**src/rtl/polled_byte_port.sv**
```systemverilog
module polled_byte_port #(
  parameter int DATA_W      = 8,
  parameter int ADDR_W      = 32,
  parameter int SEL_LSB     = 14,
  parameter int SEL_W       = 3,
  parameter int DATA_SLOT   = 0,
  parameter int STAT_SLOT   = 1,
  parameter int SYNC_STAGES = 2
) (
  input  logic              clk,
  input  logic              rst_n,
  input  logic [DATA_W-1:0] dev_data,
  input  logic              dev_stb,
  input  logic [ADDR_W-1:0] cpu_addr,
  input  logic              cpu_ms_n,
  input  logic              cpu_rd_n,
  output logic [DATA_W-1:0] cpu_rdata,
  output logic              cpu_rdata_oe
);

  logic [SYNC_STAGES-1:0] stb_sync_q;
  logic                   stb_last_q;
  logic                   cap_pulse;
  logic [DATA_W-1:0]      hold_q;
  logic                   ready_q;
  logic                   rd_data_q;
  logic                   decode_en;
  logic [SEL_W-1:0]       slot;
  logic                   data_sel;
  logic                   stat_sel;
  logic                   clr_pulse;
  logic                   unused_addr;

  assign unused_addr = ^cpu_addr;

  always_ff @(posedge clk) begin
    if (!rst_n) begin
      stb_sync_q <= '0;
      stb_last_q <= 1'b0;
    end else begin
      stb_sync_q <= {stb_sync_q[SYNC_STAGES-2:0], dev_stb};
      stb_last_q <= stb_sync_q[SYNC_STAGES-1];
    end
  end

  assign cap_pulse = stb_sync_q[SYNC_STAGES-1] & ~stb_last_q;

  assign decode_en = ~cpu_ms_n & ~cpu_rd_n;
  assign slot      = cpu_addr[SEL_LSB +: SEL_W];
  assign data_sel  = decode_en && (slot == SEL_W'(DATA_SLOT));
  assign stat_sel  = decode_en && (slot == SEL_W'(STAT_SLOT));
  assign clr_pulse = rd_data_q & cpu_rd_n;

  always_ff @(posedge clk) begin
    if (!rst_n) begin
      hold_q    <= '0;
      ready_q   <= 1'b0;
      rd_data_q <= 1'b0;
    end else begin
      rd_data_q <= data_sel;
      if (cap_pulse) hold_q <= dev_data;
      if (cap_pulse)      ready_q <= 1'b1;
      else if (clr_pulse) ready_q <= 1'b0;
    end
  end

  assign cpu_rdata_oe = data_sel | stat_sel;
  assign cpu_rdata    = data_sel ? hold_q
                      : stat_sel ? {ready_q, {(DATA_W-1){1'b0}}}
                      : '0;

endmodule


```
**config.mk**
```make
export PLATFORM = sky130hd
export DESIGN_NAME = polled_byte_port
export DESIGN_NICKNAME = d
export VERILOG_FILES = /design/src/rtl/polled_byte_port.sv
export SDC_FILE = /design/constraint.sdc
export NUM_CORES = 1
export LEC_CHECK = 0
export BUFFER_PORTS_ARGS = -buffer_cell sky130_fd_sc_hd__buf_2
export CAP_MARGIN = 20
export CELL_PAD_IN_SITES_DETAIL_PLACEMENT = 1
export CELL_PAD_IN_SITES_GLOBAL_PLACEMENT = 2
export CORE_UTILIZATION = 19
export DETAILED_ROUTE_END_ITERATION = 6
export PLACE_DENSITY = 0.82
export SLEW_MARGIN = 15
export SYNTH_ARGS = -nofsm -noshare
export SYNTH_HDL_FRONTEND = slang
export SYNTH_SLANG_ARGS = --single-unit
```
**constraint.sdc**
```tcl
create_clock -name clk -period 1.94 [get_ports clk]
set_input_delay 0.291 -clock clk [delete_from_list [all_inputs] [get_ports clk]]
set_output_delay 0.291 -clock clk [all_outputs]
set_load 0.05 [all_outputs]
```
=== Yosys cells after proc, flatten, opt, wreduce, memory -nomap -nowiden ===
Cells that the tools add are included.

* Output and inout bits: 9
* Memories kept: 0
* RAM bits: 0
* Register bits after elaboration: 13
* Logic and storage cells: 21
* Input port bits: 45
* Latch bits: 0
* Memory bits (read-only): 0

* Multiply operators: 0
* Shift operators: 0
* Bitwise gates (word level): 7
* Reduce and logical (&&, ||, !) cells: 4
* Mux-type cells: 4
* Order comparisons: 0
* Div/mod/pow operators: 0
* $add $sub $neg: 0
* Equality and inequality tests: 1

{| class="wikitable"
|+ Operators with widths
! cell !! count
|-
| $mux W8 || 2
|-
| $and A1 B1 Y1 || 3
|-
| $eq A3 B1 Y1 const B || 1
|-
| $logic_not A3 Y1 || 1
|-
| $not A1 Y1 || 3
|-
| $logic_and A1 B1 Y1 || 2
|-
| $mux W1 || 2
|-
| $reduce_bool A2 Y1 || 1
|-
| $or A1 B1 Y1 || 1
|}

=== Logic depth before layout (Yosys ltp) ===
Gate-level depths: netlist of the first run.

* Word-level depth: 5
* Depth in mapped cells: 3
* Gate-level depth less buffers: 2

=== Worst setup path before layout of the first run ===
No wires, ideal clock.

* Kind: in2out
* From: input cpu_ms_n
* To: output cpu_rdata[7]
* Path slack: 19 ps
* Required time: 1649 ps
* Stages: 3
* Buffers on the path: 1
* Arrival: 1630 ps
* Cells stage by stage: or4_4 -> buf_6 -> nor2_1

* Word-level cells in the longest chain between the ends: 5
* Elaborated cells on any way between the ends: 6
* Classes of those cells: mux: 2; bitwise: 2; reduce/logical: 2

{| class="wikitable"
|+ Ends and longest elaborated chain
! item !! RTL line !! text
|-
| start: declaration || 15 || <nowiki>input logic cpu_ms_n,</nowiki>
|-
| $not A1 Y1 (*) || 48 || <nowiki>assign decode_en = ~cpu_ms_n & ~cpu_rd_n;</nowiki>
|-
| $and A1 B1 Y1 (*) || 48 ||
|-
| $logic_and A1 B1 Y1 || 51 || <nowiki>assign stat_sel = decode_en && (slot == SEL_W'(STAT_SLOT));</nowiki>
|-
| $mux W8 || 69 || <nowiki>: stat_sel ? {ready_q, {(DATA_W-1){1'b0}}}</nowiki>
|-
| $mux W8 (*) || 68 || <nowiki>assign cpu_rdata = data_sel ? hold_q</nowiki>
|-
| end: declaration || 17 || <nowiki>output logic [DATA_W-1:0] cpu_rdata,</nowiki>
|}

Mark *: on every way between the ends. The rest lies on a longest branch, timed or not.

=== Worst setup path after layout of the first run ===
* From: input cpu_ms_n
* To: output cpu_rdata[5]

* Word-level cells in the longest chain between the ends: 4

{| class="wikitable"
|+ Ends and longest elaborated chain
! item !! RTL line !! text
|-
| $not A1 Y1 || 48 ||
|-
| $and A1 B1 Y1 || 48 ||
|-
| $logic_and A1 B1 Y1 || 50 || <nowiki>assign data_sel = decode_en && (slot == SEL_W'(DATA_SLOT));</nowiki>
|-
| $mux W8 || 68 ||
|}

No other way between the ends.

==> results.toml, run 1 <==
[placement]
hpwlAfterDp_um = 1050
place.port_buffers = 24
placed_cells = 122
globalplace.congestion = 0.627

[clock_tree]
clkTransAtPathRegs_ns = 0.07
clock_sinks = 13
clock_tree.htree_level_count = 1
ctsResizeCount = 0
cts_tree = "yes"
cts-root-to-sink-buffers = 2
post_cts.repair.setup_buffers = 0
worst_skew_pair.late_latency_ns = 0.27
hold_buffers = 0
clock_tree.root_cell = "sky130_fd_sc_hd__clkbuf_4"
numCtsBuffers = 3

[power_and_ir_drop]
powerDensity_nw_per_um2 = 640
ir_worst_vdd_mv = 0.228
leakage_nw = 0.324

[sta]
max_freq_mhz = 553
tightest_slew_ns = 0.437
timing.max_slew.rel_slack_pct = 70.8
layout_worst_path_cycle_share_pct = 93.2
grt_setup_unrepaired = "no"
hold_viol_final = 0
finalCriticalPeriod_ns = 1.81
fin_worst_skew_ns = 0.00191
setup_tns_ns = 0
setup_viol = 0
max_transition_viols_final = 0
hold_ws_ns = 0.231

[worst_setup_path]
endpoint_kind = "primary output"
crit-reg2reg-capture = "hold_q[3]"
worst_ep_arrival_time_ns = 1.52
r2r_cells = 3
rrSetupSlack_ns = 0.72
timing.rr.start = "stb_sync_q[1]"
timing_worst_setup_path_type = "in2out"
cp.required_ns = 1.65
critPathMaxFanout = 10
cp-start-kind = "input pin"

[synth]
synth-seq-cells = 13
mappedNetlistArea_um2 = 597
sequential_element_share_of_the_synthesized_area_pct = 43.6
adder_cell_share_of_the_synthesized_area_pct = 0
yosys-top-cells-area = "sky130_fd_sc_hd__dfxtp_1 44%, sky130_fd_sc_hd__nor3b_2 17%, sky130_fd_sc_hd__mux2i_1 15%, sky130_fd_sc_hd__nand2_1 10%, sky130_fd_sc_hd__and2_1 3.1%"
muxShareOfSynthArea_pct = 15.1
synth-compound-area-share_pct = 2.52
synth_area_leader_cell = "sky130_fd_sc_hd__dfxtp_1"
netlist_instances = 60
yosys.cell_types.count = 14
synthXorXnorAreaFrac_pct = 0
yosys.area_share.simple_pct = 33.5
synthDominantCellAreaShare_pct = 43.6
syn-num-nets = 105
yosys_warnings = 0
post_synth.cell_area_avg_um2 = 9.95
synth_top_family_by_area = "simple AND/OR/NAND/NOR gates"

[grt]
global_route_wire_length_before_repair_um = 2370
globalRouteOverflowTotal = 0
first_global_vias = 563
gr-usage-all-layers_pct = 9.60
grt_max_degree = 22
number_of_antenna_violations_at_the_first_check_in_global_routing = 0

[floorplan]
initial_core_util_pct = 20.7
die-width_um = 58.0
die_h_um = 58.0
pin_count = 54
rows = 19
design.die.area_um2 = 3370
fp.coreArea_um2 = 2880

[route]
wl_met3_um = 113
routed_wire_length_per_instance_um = 11.0
antenna_viol_nets_final = 0
first_pass_iters = 5
via_count = 504
highest-signal-layer = "met3"
met1_length_um = 567
met2_wirelength_from_detailed_routing_um = 710
avgViaCountPerCell = 4.00
drt_wl_total_um = 1390
drc_viols = 4
detail_route.iter0.violations = 12

[final_layout]
finalNonFillerCells = 126
multi_input_comb_area_um2 = 305
fill_cells = 343
nets = 130
syn2layout_area_growth_pct = 30.0
antenna_cells = 0
post_route_cells_drive_above_1_share_pct = 44.0
total_area_of_sequential_cells_um2 = 260

[hold_path]
min_delay_worst_endpoint = "stb_sync_q[0]"
holdCritPathClass = "in2reg"
worst_hold_startpoint = "dev_stb"
hold_path_depth = 2

[outcome]
status = "finished with violations"
violations = "DRC"

[job]
cap_viol_max_count = 0
## cell usage after synthesis (all sizes together)
| master | n |
|---|---|
| dfxtp | 13 |
| buf | 2 |
| nor3b | 8 |
| nor2b | 1 |
| nor2 | 1 |
| a21boi | 1 |
| nand2 | 16 |
| inv | 1 |
| o21a | 1 |
| and2 | 3 |
| clkbuf | 3 |
| mux2i | 9 |
| or4 | 1 |
## power breakdown
group | switching (mW) | internal (mW) | total, mW
registers | 0.00357 | 0.276 | 0.280
logic | 0.0303 | 0.0255 | 0.0559
clock network | 0.0817 | 0.0796 | 0.161
## routing by layer
| layer | GRT usage [%] | vias to the layer above |
|---|---|---|
| met5 | 0 | - |
| li1 | - | 243 |
| met1 | 9.02 | 237 |
| met4 | 2.04 | 0 |
| met3 | 4.91 | 0 |
| met2 | 18.4 | 24 |
## worst max-delay path by stage
stage             start           end  cells after the start
2_1_floorplan  cpu_ms_n  cpu_rdata[7]                      3
3_3_place_gp   cpu_ms_n  cpu_rdata[5]                      4
3_5_place_dp   cpu_ms_n  cpu_rdata[5]                      4
4_1_cts        cpu_ms_n  cpu_rdata[5]                      4
5_1_grt        cpu_ms_n  cpu_rdata[6]                      4
6_report       cpu_ms_n  cpu_rdata[5]                      4
## through the flow
step	power (mW)	instance area, um^2	utilization [%]	setup slack, ns
after floorplan	0.321	597	-	0.0190
after global placement	0.340	749	26.1	0.131
after detailed placement	0.344	749	26.1	0.111
after CTS	0.508	776	27.0	0.104
after global routing	0.526	776	27.0	0.0811
final	0.497	776	27.0	0.133
## placed cells by master, fill, tap and decap left out, drive strengths merged
cell type / count
buf: 25
nand2: 16
dfxtp: 13
mux2i: 9
nor3b: 8
clkbuf: 4
and2: 3
or4: 1
inv: 1
nor2: 1
nor2b: 1
a21boi: 1
o21a: 1
## cells by family after synthesis
| logic type | count (synthesis) |
|---|---|
| AND/OR/NAND/NOR | 30 |
| buffers and inverters | 6 |
| flip-flops | 13 |
| multiplexers | 9 |
| AO/OA/AOI/OAI | 2 |
## area by class of cell
cell class / count / share of cell area (%)
clock buffers: 4 / 3.39
inverters: 1 / 0.484
well taps: 42 / 6.77
flip-flops and latches: 13 / 33.5
repair buffers: 25 / 16.5
multi-input cells: 41 / 39.4
## registers in the layout (all words and copies together) (netlist names)
register,cells
stb_sync_q,2
stb_last_q,1
ready_q,1
hold_q,8
rd_data_q,1
## worst max-delay path: stages
cell and delay [ns]:
sky130_fd_sc_hd__buf_2 0.09, sky130_fd_sc_hd__or4_4 0.64, sky130_fd_sc_hd__nor3b_2 0.20, sky130_fd_sc_hd__buf_2 0.28
Power figures use the tool's default switching activity.
==> inputs of run 2 (changes only) <==
--- a/config.mk
+++ b/config.mk
@@ -9,9 +9,9 @@
 export CAP_MARGIN = 20
 export CELL_PAD_IN_SITES_DETAIL_PLACEMENT = 1
 export CELL_PAD_IN_SITES_GLOBAL_PLACEMENT = 2
-export CORE_UTILIZATION = 19
+export CORE_UTILIZATION = 16
 export DETAILED_ROUTE_END_ITERATION = 6
-export PLACE_DENSITY = 0.82
+export PLACE_DENSITY = 0.74
 export SLEW_MARGIN = 15
 export SYNTH_ARGS = -nofsm -noshare
 export SYNTH_HDL_FRONTEND = slang
==> constraint.sdc (replaced) <==
create_clock -name clk -period 1.6 [get_ports clk]
set_input_delay 0.24 -clock clk [delete_from_list [all_inputs] [get_ports clk]]
set_output_delay 0.24 -clock clk [all_outputs]
set_load 0.05 [all_outputs]
==> results.toml, run 2 (same netlist as run 1, synthesis figures left out) <==
[outcome]
status = "finished, final reports clean"

[clock_tree]
numCtsBuffers = 3
worst_skew_pair.late_latency_ns = 0.24
cts_tree = "yes"
cts-root-to-sink-buffers = 2
clock_tree.root_cell = "sky130_fd_sc_hd__clkbuf_8"
clkTransAtPathRegs_ns = 0.06
clock_sinks = 13
hold_buffers = 0
clock_tree.htree_level_count = 1
post_cts.repair.setup_buffers = 0

[final_layout]
nets = 132
post_route_cells_drive_above_1_share_pct = 47.7
reg_top3 = "hold_q (8), stb_sync_q (2)"
fin_area_um2 = 877
finalNonFillerCells = 132
fill_cells = 411
layout_common_cells = "16 x sky130_fd_sc_hd__nand2_1, 15 x sky130_fd_sc_hd__buf_2, 13 x sky130_fd_sc_hd__dfxtp_1, 9 x sky130_fd_sc_hd__mux2i_1"
antenna_cells = 0
layout.cells.most_common = "sky130_fd_sc_hd__nand2_1"
syn2layout_area_growth_pct = 47.0
max_flop_register = "hold_q"
largest_register_ffs = 8

[grt]
first_global_vias = 509
number_of_antenna_violations_at_the_first_check_in_global_routing = 0
global_route_wire_length_before_repair_um = 2440
grt_max_degree = 22
gr-usage-all-layers_pct = 8.23
globalRouteOverflowTotal = 0

[job]
cap_viol_max_count = 0

[sta]
timing.max_slew.rel_slack_pct = 77.3
finalCriticalPeriod_ns = 1.60
layout_worst_path_cycle_share_pct = 99.7
grt_setup_unrepaired = "yes"
final_critical_path_setup_slack_ns = 0.00482
setup_viol = 0
tightest_slew_ns = 0.340
hold_ws_ns = 0.203
max_transition_viols_final = 0
max_freq_mhz = 627
fin_worst_skew_ns = 0.000843
hold_viol_final = 0

[hold_path]
holdCritPathClass = "in2reg"

[placement]
hpwlAfterDp_um = 1080
placed_cells = 127
detailedPlace.worstSlack_ns = -0.119
globalplace.congestion = 0.592
place_area_um2 = 764
place.port_buffers = 24

[power_and_ir_drop]
total_switching_power_mw = 0.165
report.power.total_mw = 0.710
p_sw_share_pct = 23.3
share_seq_of_total_power_pct = 47.9
leakage_nw = 0.358
internal_power_mw = 0.544
power.share.clock_pct = 41.2
p_comb_share_pct = 10.9
powerDensity_nw_per_um2 = 809
ir_worst_vdd_mv = 0.225

[route]
avgViaCountPerCell = 3.84
via_count = 507
detail_route.iter0.violations = 8
routed_wire_length_per_instance_um = 11.7
drt_wl_total_um = 1550
drc_viols = 0
antenna_viol_nets_final = 0
first_pass_iters = 3

[floorplan]
rows = 21
die_h_um = 63.1
die-width_um = 63.1
fp.coreArea_um2 = 3440
pin_count = 54
design.die.area_um2 = 3980
initial_core_util_pct = 17.3

[worst_setup_path]
cp.required_ns = 1.36
worst_ep_arrival_time_ns = 1.36
critPathMaxFanout = 5
timing_worst_setup_path_type = "in2out"
cp-start-kind = "input pin"
endpoint_kind = "primary output"
[run 2: changes by cell type in the layout (fill, tap and decap cells not counted), moves of 3 or more]
cell,change
sky130_fd_sc_hd__clkbuf_8,+3
sky130_fd_sc_hd__buf_6,+7
sky130_fd_sc_hd__buf_4,+3
sky130_fd_sc_hd__buf_2,-9
sky130_fd_sc_hd__clkbuf_4,-3
[run 2: path summary, 6_finish.rpt]
| check | start | cells after the start | slack (ns) | to |
|---|---|---|---|---|
| setup / recovery | cpu_addr[15] | 4 | 0.005 | cpu_rdata[1] |
| hold / removal | dev_stb | 2 | 0.20 | stb_sync_q[0] |
| setup reg to reg | stb_sync_q[1] | 3 | 0.65 | hold_q[0] |
| hold reg to reg | stb_sync_q[0] | 1 | 0.43 | stb_sync_q[1] |
[run 2: metal layers]
metal	track usage, %	routed length, um	vias to the layer above
met3	2.36	96	2
met1	9.09	648	235
met2	13.3	775	19
li1	-	-	251
met5	0	0	-
met4	6.10	27	0
[run 2: what timing repair did]
item                                    4_1_cts  5_1_grt
pin swaps                                     1        1
gates cloned                                  1        0
endpoints found under the setup margin        8        6
resized for setup                            13        3
[run 2: metrics by stage]
stage                     setup TNS (ns)  util [%]
final                                  0      25.5
after global routing             -0.0549      25.5
after CTS                        -0.0136      24.9
after detailed placement          -0.746      22.2
after global placement            -0.627      22.2
after floorplan                    -1.51         -
[run 2: worst max-delay path: stages]
cell and delay (ns):
sky130_fd_sc_hd__buf_6 0.09, sky130_fd_sc_hd__or4_4 0.60, sky130_fd_sc_hd__nor3b_4 0.23, sky130_fd_sc_hd__buf_6 0.18
[run 2: power groups by stage]
stage | combinational [mW] | sequential, mW | clock, mW
after floorplan | 0.0437 | 0.345 | 0
after global placement | 0.0682 | 0.346 | 0
after detailed placement | 0.0709 | 0.347 | 0
after CTS | 0.0747 | 0.340 | 0.306
after global routing | 0.0842 | 0.342 | 0.330
final | 0.0771 | 0.340 | 0.293
[run 2: area by class of cell]
type	instances	area, um^2	area share (%)
clock buffers	3	41.3	4.71
clock inverters	1	5.00	0.571
inverters	1	3.75	0.428
multi-input cells	42	325	37.1
flip-flops and latches	13	260	29.7
well taps	46	57.6	6.56
repair buffers	26	184	21.0
==> inputs of run 3 (changes only) <==
--- a/config.mk
+++ b/config.mk
@@ -12,7 +12,9 @@
 export CORE_UTILIZATION = 16
 export DETAILED_ROUTE_END_ITERATION = 6
 export PLACE_DENSITY = 0.74
+export SETUP_SLACK_MARGIN = 0.4
 export SLEW_MARGIN = 15
 export SYNTH_ARGS = -nofsm -noshare
 export SYNTH_HDL_FRONTEND = slang
 export SYNTH_SLANG_ARGS = --single-unit
+export TNS_END_PERCENT = 1
==> results.toml, run 3 (same netlist as run 1, synthesis figures left out) <==
[worst_setup_path]
timing.rr.start = "stb_sync_q[1]"
cp-start-kind = "input pin"
timing_worst_setup_path_type = "in2out"
critical-path-max-stage-delay_ns = 0.63
setup.worst_path.start = "cpu_addr[15]"
timing.critical_path.max_delay_family = "simple AND/OR/NAND/NOR gates"
critical_path.cell_chain = "buf_6 -> or4_4 -> nor3b_4 -> buf_6"
timing.critical_path.buf_inv = 2
worst_ep_arrival_time_ns = 1.37
critical-path-top-cell-by-count = "sky130_fd_sc_hd__buf_6"
endpoint_kind = "primary output"
cp.required_ns = 1.36
cpMaxStageDelayCell = "sky130_fd_sc_hd__or4_4"
critPathMaxFanout = 5

[grt]
global_route_wire_length_before_repair_um = 2910
grt_max_degree = 22
globalRouteOverflowTotal = 0
gr-usage-all-layers_pct = 9.63
number_of_antenna_violations_at_the_first_check_in_global_routing = 0
first_global_vias = 604

[sta]
tightest_slew_ns = 0.417
fin_worst_skew_ns = 0.00265
max_freq_mhz = 620
hold_ws_ns = 0.201
grt_setup_unrepaired = "yes"
max_transition_viols_final = 0
final_critical_path_setup_slack_ns = -0.0118
timing.max_slew.rel_slack_pct = 72.2
layout_worst_path_cycle_share_pct = 101
setup_tns_ns = -0.0378
setup_viol = 5
hold_viol_final = 0
finalCriticalPeriod_ns = 1.61

[final_layout]
antenna_cells = 0
layout_common_cells = "16 x sky130_fd_sc_hd__nand2_1, 13 x sky130_fd_sc_hd__dfxtp_1, 13 x sky130_fd_sc_hd__buf_2, 10 x sky130_fd_sc_hd__buf_6, 9 x sky130_fd_sc_hd__mux2i_1"
max_flop_register = "hold_q"
largest_register_ffs = 8
nets = 131
final_core_util_pct = 27.2
post_route_cells_drive_above_1_share_pct = 47.1
syn2layout_area_growth_pct = 56.8
fill_cells = 411
layout.cells.most_common = "sky130_fd_sc_hd__nand2_1"
reg_top3 = "hold_q (8), stb_sync_q (2)"

[power_and_ir_drop]
report.power.total_mw = 0.717
share_seq_of_total_power_pct = 47.5
total_switching_power_mw = 0.171
powerDensity_nw_per_um2 = 767
p_sw_share_pct = 23.8
leakage_nw = 0.411
p_comb_share_pct = 11.7
power.share.clock_pct = 40.9
ir_worst_vdd_mv = 0.197
internal_power_mw = 0.546

[clock_tree]
clock_sinks = 13
numCtsBuffers = 3
clkTransAtPathRegs_ns = 0.06
cts_tree = "yes"
clock_tree.root_cell = "sky130_fd_sc_hd__clkbuf_8"
cts-root-to-sink-buffers = 2
clock_tree.htree_level_count = 1
worst_skew_pair.late_latency_ns = 0.24
hold_buffers = 0

[placement]
hpwlAfterDp_um = 1100
globalplace.congestion = 0.626
place.port_buffers = 24
detailedPlace.worstSlack_ns = -0.175

[route]
antenna_viol_nets_final = 0
detail_route.iter0.violations = 19
routed_wire_length_per_instance_um = 12.6
drc_viols = 0
first_pass_iters = 2
via_count = 506
avgViaCountPerCell = 3.86
drt_wl_total_um = 1650

[floorplan]
fp.coreArea_um2 = 3440
rows = 21
die-width_um = 63.1
pin_count = 54
design.die.area_um2 = 3980
die_h_um = 63.1
initial_core_util_pct = 17.3

[outcome]
status = "finished with violations"
violations = "setup timing"

[job]
cap_viol_max_count = 0

[hold_path]
worst_hold_startpoint = "dev_stb"
holdCritPathClass = "in2reg"
run 3: cell types whose count changed in the layout (fill, tap and decap cells not counted), sizes merged:
cell / previous run / this run
buf: 26 / 25
run 3: final cells by class:
class	instances	area (um^2)	share of cell area, %
sequential	13	260	27.8
clock buffer	3	41.3	4.41
multi-input combinational	42	368	39.3
tap	46	57.6	6.15
inverter	1	3.75	0.401
timing repair buffer	25	200	21.4
clock inverter	1	5.00	0.535
run 3: final timing paths:
check             endpoint  slack [ns]  cells past startpoint
max reg2reg      hold_q[4]        0.64                      3
min reg2reg  stb_sync_q[1]        0.43                      1
min          stb_sync_q[0]        0.20                      2
max           cpu_rdata[0]       -0.01                      4
run 3: power groups by stage:
stage | clock network [mW] | registers [mW] | logic (mW)
finish | 0.293 | 0.340 | 0.0837
global route | 0.330 | 0.342 | 0.0925
CTS | 0.308 | 0.340 | 0.0856
detailed placement | 0 | 0.348 | 0.0764
global placement | 0 | 0.347 | 0.0735
floorplan | 0 | 0.346 | 0.0512
run 3: worst register-to-register path: stages (launching register included):
cell and delay (ns):
sky130_fd_sc_hd__dfxtp_1 0.31, sky130_fd_sc_hd__nor2b_1 0.12, sky130_fd_sc_hd__buf_4 0.21, sky130_fd_sc_hd__mux2i_1 0.23
run 3: stage by stage:
| step | instances | area (um^2) |
|---|---|---|
| floorplan | 60 | 644 |
| global placement | 126 | 801 |
| detailed placement | 126 | 801 |
| CTS | 131 | 936 |
| global route | 131 | 936 |
| finish | 131 | 936 |
run 3: timing repair:
item                       in CTS  in global routing
pin swaps                       4                  1
buffers inserted                0                  0
gates cloned                    1                  0
resized for setup              23                  0
setup endpoints to repair       9                  9
run 3: routing by layer:
metal / vias up / share of wire (%) / global-route usage, %
met5: - / 0 / 0
met4: 0 / 1.6 / 6.10
met3: 2 / 6.3 / 2.36
met2: 18 / 50 / 16.0
met1: 239 / 42 / 10.9
li1: 247 / - / -
